File: src/rtl/mci2cPkg.sv
package mci2cPkg;
  localparam int BYTE_W = 8;

  typedef enum logic [2:0] {
    ST_IDLE, ST_ADDR, ST_ADDR_ACK, ST_WR, ST_WR_ACK, ST_RD, ST_RD_ACK
  } busState_t;

  typedef struct packed {
    logic sampleBit;
    logic loadPtr;
    logic writeReg;
    logic loadTx;
    logic shiftTx;
  } strobes_t;

  // three-level pin code: 00 low -> 0, 01 high -> 2, open -> 1
  function automatic logic [1:0] pinWeight(input logic [1:0] code);
    case (code)
      2'b00:   return 2'd0;
      2'b01:   return 2'd2;
      default: return 2'd1;
    endcase
  endfunction
endpackage

File: src/rtl/mci2cLineSync.sv
module mci2cLineSync #(
  parameter int STAGES = 2
) (
  input  logic clk,
  input  logic rstN,
  input  logic lineIn,
  output logic level,
  output logic levelPrev
);
  logic [STAGES-1:0] chain;

  generate
    if (STAGES < 2) begin : g_bad
      initial $error("mci2cLineSync needs at least two stages");
    end
  endgenerate

  always_ff @(posedge clk or negedge rstN) begin
    if (!rstN) begin
      chain     <= '1;
      levelPrev <= 1'b1;
    end else begin
      chain     <= {chain[STAGES-2:0], lineIn};
      levelPrev <= chain[STAGES-1];
    end
  end

  assign level = chain[STAGES-1];
endmodule

File: src/rtl/mci2cCtrl.sv
module mci2cCtrl
  import mci2cPkg::*;
(
  input  logic     clk,
  input  logic     rstN,
  input  logic     sclS,
  input  logic     sclPrev,
  input  logic     sdaS,
  input  logic     sdaPrev,
  input  logic     addrMatch,
  input  logic     rnwBit,
  input  logic     selMsb,
  input  logic     txNext,
  output strobes_t strobe,
  output logic     sdaPullLow
);
  localparam int CNT_W = $clog2(BYTE_W + 1);
  localparam logic [CNT_W-1:0] FULL = CNT_W'(BYTE_W);

  busState_t        state, stateNx;
  logic [CNT_W-1:0] bitCnt, cntNx;
  logic             pullNx, isRead, readNx, firstByte, firstNx, masterAck, mAckNx;
  logic             startDet, stopDet, sclRise, sclFall;

  assign startDet = sclS && sclPrev && sdaPrev && !sdaS;
  assign stopDet  = sclS && sclPrev && !sdaPrev && sdaS;
  assign sclRise  = sclS && !sclPrev;
  assign sclFall  = !sclS && sclPrev;

  always_comb begin
    stateNx = state;
    cntNx   = bitCnt;
    pullNx  = sdaPullLow;
    readNx  = isRead;
    firstNx = firstByte;
    mAckNx  = masterAck;
    strobe  = '0;
    if (stopDet) begin
      stateNx = ST_IDLE;
      pullNx  = 1'b0;
    end else if (startDet) begin
      stateNx = ST_ADDR;
      cntNx   = '0;
      pullNx  = 1'b0;
    end else begin
      case (state)
        ST_ADDR: begin
          if (sclRise && bitCnt < FULL) begin
            strobe.sampleBit = 1'b1;
            cntNx = bitCnt + 1'b1;
          end else if (sclFall && bitCnt == FULL) begin
            if (addrMatch) begin
              pullNx  = 1'b1;
              readNx  = rnwBit;
              stateNx = ST_ADDR_ACK;
            end else begin
              stateNx = ST_IDLE;
            end
          end
        end
        ST_ADDR_ACK: begin
          if (sclFall) begin
            if (isRead) begin
              strobe.loadTx = 1'b1;
              pullNx  = !selMsb;
              cntNx   = CNT_W'(1);
              stateNx = ST_RD;
            end else begin
              pullNx  = 1'b0;
              cntNx   = '0;
              firstNx = 1'b1;
              stateNx = ST_WR;
            end
          end
        end
        ST_WR: begin
          if (sclRise && bitCnt < FULL) begin
            strobe.sampleBit = 1'b1;
            cntNx = bitCnt + 1'b1;
          end else if (sclFall && bitCnt == FULL) begin
            pullNx  = 1'b1;
            stateNx = ST_WR_ACK;
          end
        end
        ST_WR_ACK: begin
          if (sclFall) begin
            pullNx = 1'b0;
            if (firstByte) strobe.loadPtr = 1'b1;
            else           strobe.writeReg = 1'b1;
            firstNx = 1'b0;
            cntNx   = '0;
            stateNx = ST_WR;
          end
        end
        ST_RD: begin
          if (sclFall) begin
            if (bitCnt == FULL) begin
              pullNx  = 1'b0;
              stateNx = ST_RD_ACK;
            end else begin
              strobe.shiftTx = 1'b1;
              pullNx = !txNext;
              cntNx  = bitCnt + 1'b1;
            end
          end
        end
        ST_RD_ACK: begin
          if (sclRise) mAckNx = !sdaS;
          else if (sclFall) begin
            if (masterAck) begin
              strobe.loadTx = 1'b1;
              pullNx  = !selMsb;
              cntNx   = CNT_W'(1);
              stateNx = ST_RD;
            end else begin
              pullNx  = 1'b0;
              stateNx = ST_IDLE;
            end
          end
        end
        default: stateNx = ST_IDLE;
      endcase
    end
  end

  always_ff @(posedge clk or negedge rstN) begin
    if (!rstN) begin
      state      <= ST_IDLE;
      bitCnt     <= '0;
      sdaPullLow <= 1'b0;
      isRead     <= 1'b0;
      firstByte  <= 1'b0;
      masterAck  <= 1'b0;
    end else begin
      state      <= stateNx;
      bitCnt     <= cntNx;
      sdaPullLow <= pullNx;
      isRead     <= readNx;
      firstByte  <= firstNx;
      masterAck  <= mAckNx;
    end
  end

  AST_STOP_RELEASES: assert property (@(posedge clk) disable iff (!rstN)
    stopDet |=> !sdaPullLow);
  AST_PULL_ON_SCL_LOW: assert property (@(posedge clk) disable iff (!rstN)
    (!$stable(sdaPullLow) && !$past(stopDet) && !$past(startDet)) |-> !$past(sclS));
endmodule

File: src/rtl/mci2cDatapath.sv
module mci2cDatapath
  import mci2cPkg::*;
#(
  parameter logic [6:0] ADDR_BASE = 7'h60,
  parameter logic [7:0] CTRL_SUB  = 8'h00,
  parameter logic [7:0] FAULT_SUB = 8'h01,
  parameter int         CLEAR_BIT = 7,
  parameter int         STATUS_W  = 5
) (
  input  logic                clk,
  input  logic                rstN,
  input  logic                sdaS,
  input  strobes_t            strobe,
  input  logic [1:0]          addrSel1,
  input  logic [1:0]          addrSel0,
  input  logic [STATUS_W-1:0] faultStat,
  output logic                addrMatch,
  output logic                rnwBit,
  output logic                selMsb,
  output logic                txNext,
  output logic [BYTE_W-1:0]   ctrlReg,
  output logic                faultClear
);
  localparam int PAD_W = BYTE_W - STATUS_W;

  logic [BYTE_W-1:0] rxByte, regPtr, selData;
  logic [BYTE_W-2:0] txByte;
  logic [6:0]        devAddr, pinAddr;
  logic              addrLatched;
  logic [1:0]        w1, w0;

  assign w1 = pinWeight(addrSel1);
  assign w0 = pinWeight(addrSel0);
  assign pinAddr = ADDR_BASE + {5'd0, w1} + {5'd0, w1} + {5'd0, w1} + {5'd0, w0};

  always_ff @(posedge clk or negedge rstN) begin
    if (!rstN) begin
      devAddr     <= ADDR_BASE;
      addrLatched <= 1'b0;
    end else if (!addrLatched) begin
      devAddr     <= pinAddr;
      addrLatched <= 1'b1;
    end
  end

  always_comb begin
    if (regPtr == CTRL_SUB)       selData = ctrlReg;
    else if (regPtr == FAULT_SUB) selData = {{PAD_W{1'b0}}, faultStat};
    else                          selData = '0;
  end

  assign addrMatch = addrLatched && (rxByte[7:1] == devAddr) && (rxByte[7:1] != 7'd0);
  assign rnwBit    = rxByte[0];
  assign selMsb    = selData[BYTE_W-1];
  assign txNext    = txByte[BYTE_W-2];

  always_ff @(posedge clk or negedge rstN) begin
    if (!rstN) begin
      rxByte     <= '0;
      regPtr     <= '0;
      txByte     <= '0;
      ctrlReg    <= '0;
      faultClear <= 1'b0;
    end else begin
      faultClear <= 1'b0;
      if (strobe.sampleBit) rxByte <= {rxByte[BYTE_W-2:0], sdaS};
      if (strobe.loadPtr)   regPtr <= rxByte;
      if (strobe.loadTx)       txByte <= selData[BYTE_W-2:0];
      else if (strobe.shiftTx) txByte <= {txByte[BYTE_W-3:0], 1'b0};
      if (strobe.writeReg) begin
        if (regPtr == CTRL_SUB) ctrlReg <= rxByte;
        if (regPtr == FAULT_SUB && rxByte[CLEAR_BIT]) faultClear <= 1'b1;
      end
    end
  end

  AST_CLEAR_ONE_CYCLE: assert property (@(posedge clk) disable iff (!rstN)
    faultClear |=> !faultClear);
  AST_CTRL_HOLDS: assert property (@(posedge clk) disable iff (!rstN)
    !strobe.writeReg |=> $stable(ctrlReg));
  AST_ADDR_FROZEN: assert property (@(posedge clk) disable iff (!rstN)
    addrLatched |=> $stable(devAddr));
endmodule

File: src/rtl/mci2cSlave.sv
module mci2cSlave
  import mci2cPkg::*;
#(
  parameter logic [6:0] ADDR_BASE   = 7'h60,
  parameter int         SYNC_STAGES = 2,
  parameter int         STATUS_W    = 5,
  parameter int         VSET_W      = 6
) (
  input  logic                clk,
  input  logic                rstN,
  input  logic                sclIn,
  input  logic                sdaIn,
  output logic                sdaPullLow,
  input  logic [1:0]          addrSel1,
  input  logic [1:0]          addrSel0,
  input  logic [STATUS_W-1:0] faultStat,
  output logic [VSET_W-1:0]   motorVset,
  output logic                motorIn2,
  output logic                motorIn1,
  output logic                faultClear
);
  logic sclS, sclPrev, sdaS, sdaPrev;
  logic addrMatch, rnwBit, selMsb, txNext;
  logic [BYTE_W-1:0] ctrlReg;
  strobes_t strobe;

  mci2cLineSync #(.STAGES(SYNC_STAGES)) uSclSync (
    .clk(clk), .rstN(rstN), .lineIn(sclIn), .level(sclS), .levelPrev(sclPrev));
  mci2cLineSync #(.STAGES(SYNC_STAGES)) uSdaSync (
    .clk(clk), .rstN(rstN), .lineIn(sdaIn), .level(sdaS), .levelPrev(sdaPrev));

  mci2cCtrl uCtrl (
    .clk(clk), .rstN(rstN), .sclS(sclS), .sclPrev(sclPrev), .sdaS(sdaS),
    .sdaPrev(sdaPrev), .addrMatch(addrMatch), .rnwBit(rnwBit), .selMsb(selMsb),
    .txNext(txNext), .strobe(strobe), .sdaPullLow(sdaPullLow));

  mci2cDatapath #(.ADDR_BASE(ADDR_BASE), .STATUS_W(STATUS_W)) uData (
    .clk(clk), .rstN(rstN), .sdaS(sdaS), .strobe(strobe), .addrSel1(addrSel1),
    .addrSel0(addrSel0), .faultStat(faultStat), .addrMatch(addrMatch),
    .rnwBit(rnwBit), .selMsb(selMsb), .txNext(txNext), .ctrlReg(ctrlReg),
    .faultClear(faultClear));

  assign motorVset = ctrlReg[BYTE_W-1 -: VSET_W];
  assign motorIn2  = ctrlReg[1];
  assign motorIn1  = ctrlReg[0];
endmodule

File: config.mk
export PLATFORM = sky130hd
export DESIGN_NAME = mci2cSlave
export DESIGN_NICKNAME = d
export VERILOG_FILES = /design/src/rtl/mci2cPkg.sv /design/src/rtl/mci2cLineSync.sv /design/src/rtl/mci2cCtrl.sv /design/src/rtl/mci2cDatapath.sv /design/src/rtl/mci2cSlave.sv
export SDC_FILE = /design/constraint.sdc
export NUM_CORES = 1
export LEC_CHECK = 0
export BUFFER_PORTS_ARGS = -buffer_cell sky130_fd_sc_hd__buf_2
export CAP_MARGIN = 20
export CORE_ASPECT_RATIO = 1.2
export CORE_UTILIZATION = 51
export DETAILED_ROUTE_END_ITERATION = 16
export PLACE_DENSITY = 0.7
export RECOVER_POWER = 50
export SYNTH_ARGS = -nofsm -noshare
export SYNTH_HDL_FRONTEND = slang
export SYNTH_SLANG_ARGS = --single-unit
File: constraint.sdc
create_clock -name clk -period 3.6 [get_ports clk]
set_clock_uncertainty 0.05 [all_clocks]
set_input_delay 0.18 -clock clk [delete_from_list [all_inputs] [get_ports clk]]
set_output_delay 0.18 -clock clk [all_outputs]
set_load 0.02 [all_outputs]
## Yosys cells after proc, flatten, opt, wreduce, memory -nomap -nowiden

Cells that the tools add are included.

| cells by class | value |
|---|---|
| magnitude comparators | 1 |
| eq/ne operators | 33 |
| reductions and logical operators | 34 |
| mux-type cells | 71 |
| add/subtract/negate cells | 5 |
| bitwise logic cells | 3 |

Operators by type and width:

| kind | number |
|---|---|
| $mux 3 | 14 |
| $mux 4 | 9 |
| $mux 1 | 32 |
| $ne 4x1->1 const B | 7 |
| $add 7x2->7 | 3 |
| $pmux 4 s5 | 1 |
| $reduce_and 10->1 | 2 |
| $ne 3x1->1 const B | 6 |
| $pmux 3 s6 | 1 |
| $ne 4x2->1 const B | 4 |
| $mux 5 | 3 |
| $mux 7 | 2 |
| $logic_and 1x1->1 | 12 |
| $reduce_and 6->1 | 2 |
| $reduce_and 11->1 | 1 |
| $eq 3x3->1 const B | 3 |
| $eq 8x1->1 const B | 1 |
| $logic_not 8->1 | 1 |
| $mux 8 | 1 |
| $pmux 2 s2 | 2 |
| $reduce_bool 8->1 | 1 |
| $add 6x3->7 const A | 1 |
| $eq 7x7->1 | 1 |
| $reduce_bool 7->1 | 1 |
| other kinds (20) | 36 |

| word-level totals | value |
|---|---|
| word-level logic and storage cells | 164 |
| output and inout bits | 10 |
| input port bits | 13 |
| register bits after elaboration | 57 |

## Depth between registers and ports, before layout

| logic depth | value |
|---|---|
| depth after elaboration | 10 |
| mapped depth | 7 |

## Cells and area by module

Synthesis repeated with hierarchy kept, for this count alone.

| unflattened totals | value |
|---|---|
| cells, all modules | 242 |
| area, all modules | 2,780.2 µm² |

Modules (own cells, without submodules):

| module | cells an instance | area an instance (µm²) | instances | sequential area each (µm²) |
|---|---|---|---|---|
| mci2cDatapath | 125 | 1,692.9 | 1 | 925.9 |
| mci2cCtrl | 111 | 929.6 | 1 | 275.3 |
| mci2cLineSync | 3 | 78.8 | 2 | 78.8 |

## Worst setup path after synthesis

No wires, ideal clock.

| timing path | value |
|---|---|
| path type | reg2reg |
| start | register uSclSync.levelPrev |
| end | register uData.ctrlReg[0] |
| period minus slack after synthesis | 1.847 ns |
| slack | 1.753 ns |
| buffers on the path | 1 |
| arrival | 1.673 ns |
| required time | 3.425 ns |
| stages on the path, launching flop included | 7 |
| cell sequence | dfstp_2 -> nand2b_1 -> buf_6 -> nor3_4 -> nand2_2 -> nor4_4 -> mux2_2 |

| between the ends | value |
|---|---|
| longest elaborated chain between the ends | 6 |
| elaborated cells between the ends (all ways) | 11 |
| those cells by class | 4 x mux; 7 x reduce/logical |

Ends and longest elaborated chain:

| item | line | text |
|---|---|---|
| start: declaration | mci2cLineSync.sv:8 | `output logic levelPrev` |
| start signal: assignment | mci2cLineSync.sv:24 | `levelPrev <= chain[STAGES-1];` |
| $logic_and 1x1->1 (on tied branches) | mci2cCtrl.sv:28, mci2cCtrl.sv:25, mci2cCtrl.sv:26 |  |
| $mux 2 or $logic_and 1x1->1 (tied branches) | mci2cCtrl.sv:86, mci2cCtrl.sv:25 |  |
| $mux 2 or $logic_and 1x1->1 (tied branches) | mci2cCtrl.sv:46, mci2cCtrl.sv:25 |  |
| $mux 5 | mci2cCtrl.sv:41 | `end else if (startDet) begin` |
| $mux 5 * | mci2cCtrl.sv:38 | `if (stopDet) begin` |
| $reduce_and 2->1 (no line) * | n/a |  |
| end signal: assignment | mci2cDatapath.sv:71 | `if (regPtr == CTRL_SUB) ctrlReg <= rxByte;` |
| end: declaration | mci2cDatapath.sv:21 | `output logic [BYTE_W-1:0] ctrlReg,` |

Mark *: on every way between the ends. The rest lies on a longest branch, timed or not.
A chain may end at the register's enable or synchronous reset.

## Final worst setup path

| timing path | value |
|---|---|
| start | register uCtrl.state[0] |
| end | register uCtrl.bitCnt[3] |

| between the ends | value |
|---|---|
| longest elaborated chain between the ends | 4 |
| elaborated cells between the ends (all ways) | 19 |
| those cells by class | 14 x eq/ne; 2 x mux; 3 x reduce/logical |

Ends and longest elaborated chain:

| item | line | text |
|---|---|---|
| start: declaration | mci2cCtrl.sv:20 | `busState_t state, stateNx;` |
| start signal: assignment | mci2cCtrl.sv:135 | `state <= stateNx;` |
| $eq 3x1->1 or $eq 3x2->1 (tied branches) | mci2cCtrl.sv:46 | `case (state)` |
| $reduce_or 2->1 (no line) | n/a |  |
| $ne 3x1->1 (no line), or another cell as far along | n/a |  |
| $reduce_and 10->1 (no line) or $mux 4 (tied branches) | n/a |  |
| end signal: assignment | mci2cCtrl.sv:136 | `bitCnt <= cntNx;` |
| end: declaration | mci2cCtrl.sv:21 | `logic [CNT_W-1:0] bitCnt, cntNx;` |

Parallel ways exist; a longest one is shown, timed or not.

==> flow_summary.yaml <==
power_and_ir_drop:
  p_comb_share_pct: 18.4
  peakVddDrop_uv: 310
  p_sw_share_pct: 31.7
  p_leak_nw: 1.31
  p_clk_share_pct: 25.4
  switching_power_mw: 0.457
  pwr-share-seq_pct: 56.2
  power_density_nw_per_um2: 479
  internal_power_mw: 0.985
cts:
  cts_tree: "built"
  cts_resized: 0
  path_clk_slew_ns: 0.11
  cts.sinks: 54
  root_buffer: "clkbuf_8"
  clk_latency_ns: 0.32
  clockBufferDepth: 2
  htreeDepth: 2
  numCtsBuffers: 5
global_routing:
  grt_pass1_wl_mm: 8.22
  antenna_found_initial: 0
  overflow: 0
  grtUsageTotal_pct: 18.5
  grt_pass1_vias: 1743
  grt_start_max_net_pins: 32
synthesis:
  postSynthAreaPerCell_um2: 11.1
  yosysTopAreaCell: "dfrtp_1"
  synth_cells: 249
  synthArstFlopShare_pct: 100
  ys_top_cells_by_area: "dfrtp_1 43%, mux2_2 11%, dfstp_2 5.7%, mux2i_1 5.1%, nor2_1 2.4%"
  netlist_area_um2: 2760
  synth_fp_nets: 268
  yosysWarnings: 0
  yosys.cell_count.top_type: "dfrtp_1"
  seq_area_frac_synth_pct: 49.2
  synthTopCellsByCount: "48 x dfrtp_1, 27 x mux2_2, 18 x nor2_1, 14 x mux2i_1"
  ys_ff_latch: 54
  netlist-cell-type-count: 52
  netlist.area_leader.share_pct: 43.5
  synth_edf_count: 0
  synth_ff_type: "dfrtp_1"
worst_setup_path:
  cp-startpoint: "uCtrl.state[0]$_DFFE_PN0P_"
  critPathMaxFanout: 17
  r2r-start: "uCtrl.state[0]$_DFFE_PN0P_"
  required_ns: 3.77
  worst_setup_path_end_kind: "flip-flop"
  worst-endpoint-arrival_ns: 2.29
  critPathLaunchType: "flip-flop"
  crit_type: "reg -> reg"
timing:
  slew_headroom_pct: 14.3
  slew_violations: 0
  finalHoldViolations: 0
  rsz0062_at_grt: "no"
  post-route-min-period_ns: 2.12
  fin_tns_setup_ns: 0
  period_share_pct: 58.8
  fmax_mhz: 473
  setup_viol: 0
  worst_pin_slew_ns: 1.29
placed_design:
  placed_cell_area_um2: 2900
  hpwlAfterDp_mm: 3.73
  port_buffers: 22
  place_congestion: 0.887
drt:
  drc: 0
  viasPerCell: 5.61
  ant_nets: 0
  via_count: 1881
  drt_iter0_drc: 73
  routed_wl_mm: 5.05
  first_pass_iters: 5
  post_drt_wl_per_cell_um: 15.1
layout:
  nets: 291
  seq_area_um2: 1360
  multiInputGateArea_um2: 1290
  diodes: 0
  syn2layout_area_growth_pct: 8.96
  drive_above_1_share_pct: 23.1
  fill_cells: 432
  final_area_um2: 3010
min_path:
  min_from: "faultStat[0]"
  min_path_type: "in -> reg"
floorplan:
  die_area_um2: 5720
  die_h_um: 82.6
  rows: 29
  die_x_um: 69.2
  ios: 23
  start_util_pct: 52.5
  core_area_um2: 5260
run_status:
  status: "completed"
run:
  cap_violations: 0
==> registers in the layout, summed over array words and instances (netlist names) <==
register,count
uCtrl.sdaPullLow,1
uData.faultClear,1
uData.rxByte,8
uSdaSync.chain,2
uCtrl.bitCnt,4
uCtrl.isRead,1
uData.ctrlReg,8
uCtrl.state,3
uSdaSync.levelPrev,1
uCtrl.masterAck,1
uData.addrLatched,1
uSclSync.levelPrev,1
uData.txByte,7
uCtrl.firstByte,1
uData.devAddr,4
uSclSync.chain,2
uData.regPtr,8
==> cells in the final DEF (no fill, tap or decap), types with 2 or more instances in the layout <==
cell and count:
a211oi_1 2, inv_1 12, nor3b_1 2, nand4_1 2, dfstp_2 4, dfstp_1 2, nor4_4 2, or3_1 3
ha_1 4, and2b_1 2, nor2_1 18, nand3b_1 3, a31oi_1 2, nand2b_1 4, o31ai_1 3, fa_1 2
xnor2_1 4, dlygate4sd3_1 3, a21oi_1 9, or2_2 2, o32ai_1 2, nand3_1 8, nor2b_1 4, nor3_1 6
o22ai_1 2, nand2_2 2, o21ai_0 12, mux2_2 27, dfrtp_1 48, clkbuf_1 11, mux2i_1 14, nand2_1 12
clkbuf_8 5, buf_2 11
==> per-layer routing <==
metal,vias to the layer above,routed length (um),global-route usage (%),share of wire (%)
li1,935,-,-,-
met4,0,69,6.53,1.4
met1,923,2400,24.3,48
met5,-,0,0,0
met2,17,2470,30.6,49
met3,6,107,3.88,2.1
==> power by group through the flow <==
| stage | logic [mW] | clock network [mW] | registers, mW |
|---|---|---|---|
| final | 0.265 | 0.367 | 0.811 |
| after global routing | 0.303 | 0.403 | 0.828 |
| after CTS | 0.269 | 0.377 | 0.812 |
| after global placement | 0.260 | 0 | 0.823 |
| after detailed placement | 0.265 | 0 | 0.825 |
| after floorplan | 0.224 | 0 | 0.776 |
==> kinds of logic (layout without fill, tap and decap cells) <==
group           count (synthesis)  count (layout)  synth area share [%]
compound gates                 41              41                  9.42
simple gates                   77              77                  16.2
other cells                     1               1                 0.136
xor+xnor                        5               5                  1.58
fa+ha+maj                       6               6                  3.26
flops                          54              54                  49.2
mux                            41              41                  16.1
buf+inv                        24              48                  4.16
==> critical path, cell delays in order, from the launching register on <==
cell and delay, ns:
dfrtp_1 0.72, inv_2 0.14, nor4_2 0.27, buf_4 0.22, nor2_1 0.09, o22a_1 0.26
o32ai_1 0.27
==> final timing paths <==
check / slack (ns) / depth (start not counted) / end
worst max-delay path: 1.48 / 6 / uCtrl.bitCnt[3]$_DFFE_PN0P_
worst min-delay path: 0.12 / 3 / uData.txByte[0]$_DFFE_PN0P_
worst max register to register: 1.48 / 6 / uCtrl.bitCnt[3]$_DFFE_PN0P_
worst min register to register: 0.31 / 0 / uSclSync.chain[1]$_DFF_PN1_
max in group asynchronous: 1.51 / 3 / uData.devAddr[0]$_DFFE_PN0N_
min in group asynchronous: 0.61 / 2 / uData.txByte[2]$_DFFE_PN0P_
==> per-stage QoR <==
stage / std cells / hold WS, ns / worst slack [ns] / util (%) / power, mW
6_report: 335 / 0.118 / 1.48 / 57.2 / 1.44
5_1_grt: 335 / 0.120 / 1.09 / 57.2 / 1.53
4_1_cts: 335 / 0.113 / 1.48 / 57.6 / 1.46
3_5_place_dp: 324 / 0.145 / 1.51 / 55.1 / 1.09
3_3_place_gp: 324 / 0.140 / 1.55 / 55.1 / 1.08
2_1_floorplan: 249 / -0.166 / 1.75 / - / 0.999
==> area by class of cell <==
class | instances | area share (%)
Clock buffer | 5 | 2.29
Multi-Input combinational cell | 171 | 42.8
Clock inverter | 3 | 0.956
Inverter | 13 | 1.62
Sequential cell | 54 | 45.1
Tap cell | 62 | 2.58
Timing Repair Buffer | 27 | 4.61
==> timing repair <==
item,in CTS,in global routing
buffers inserted,0,0
endpoints found under the hold margin,19,0
hold buffers,3,0
No activity file was read; power rests on OpenSTA's default activity.
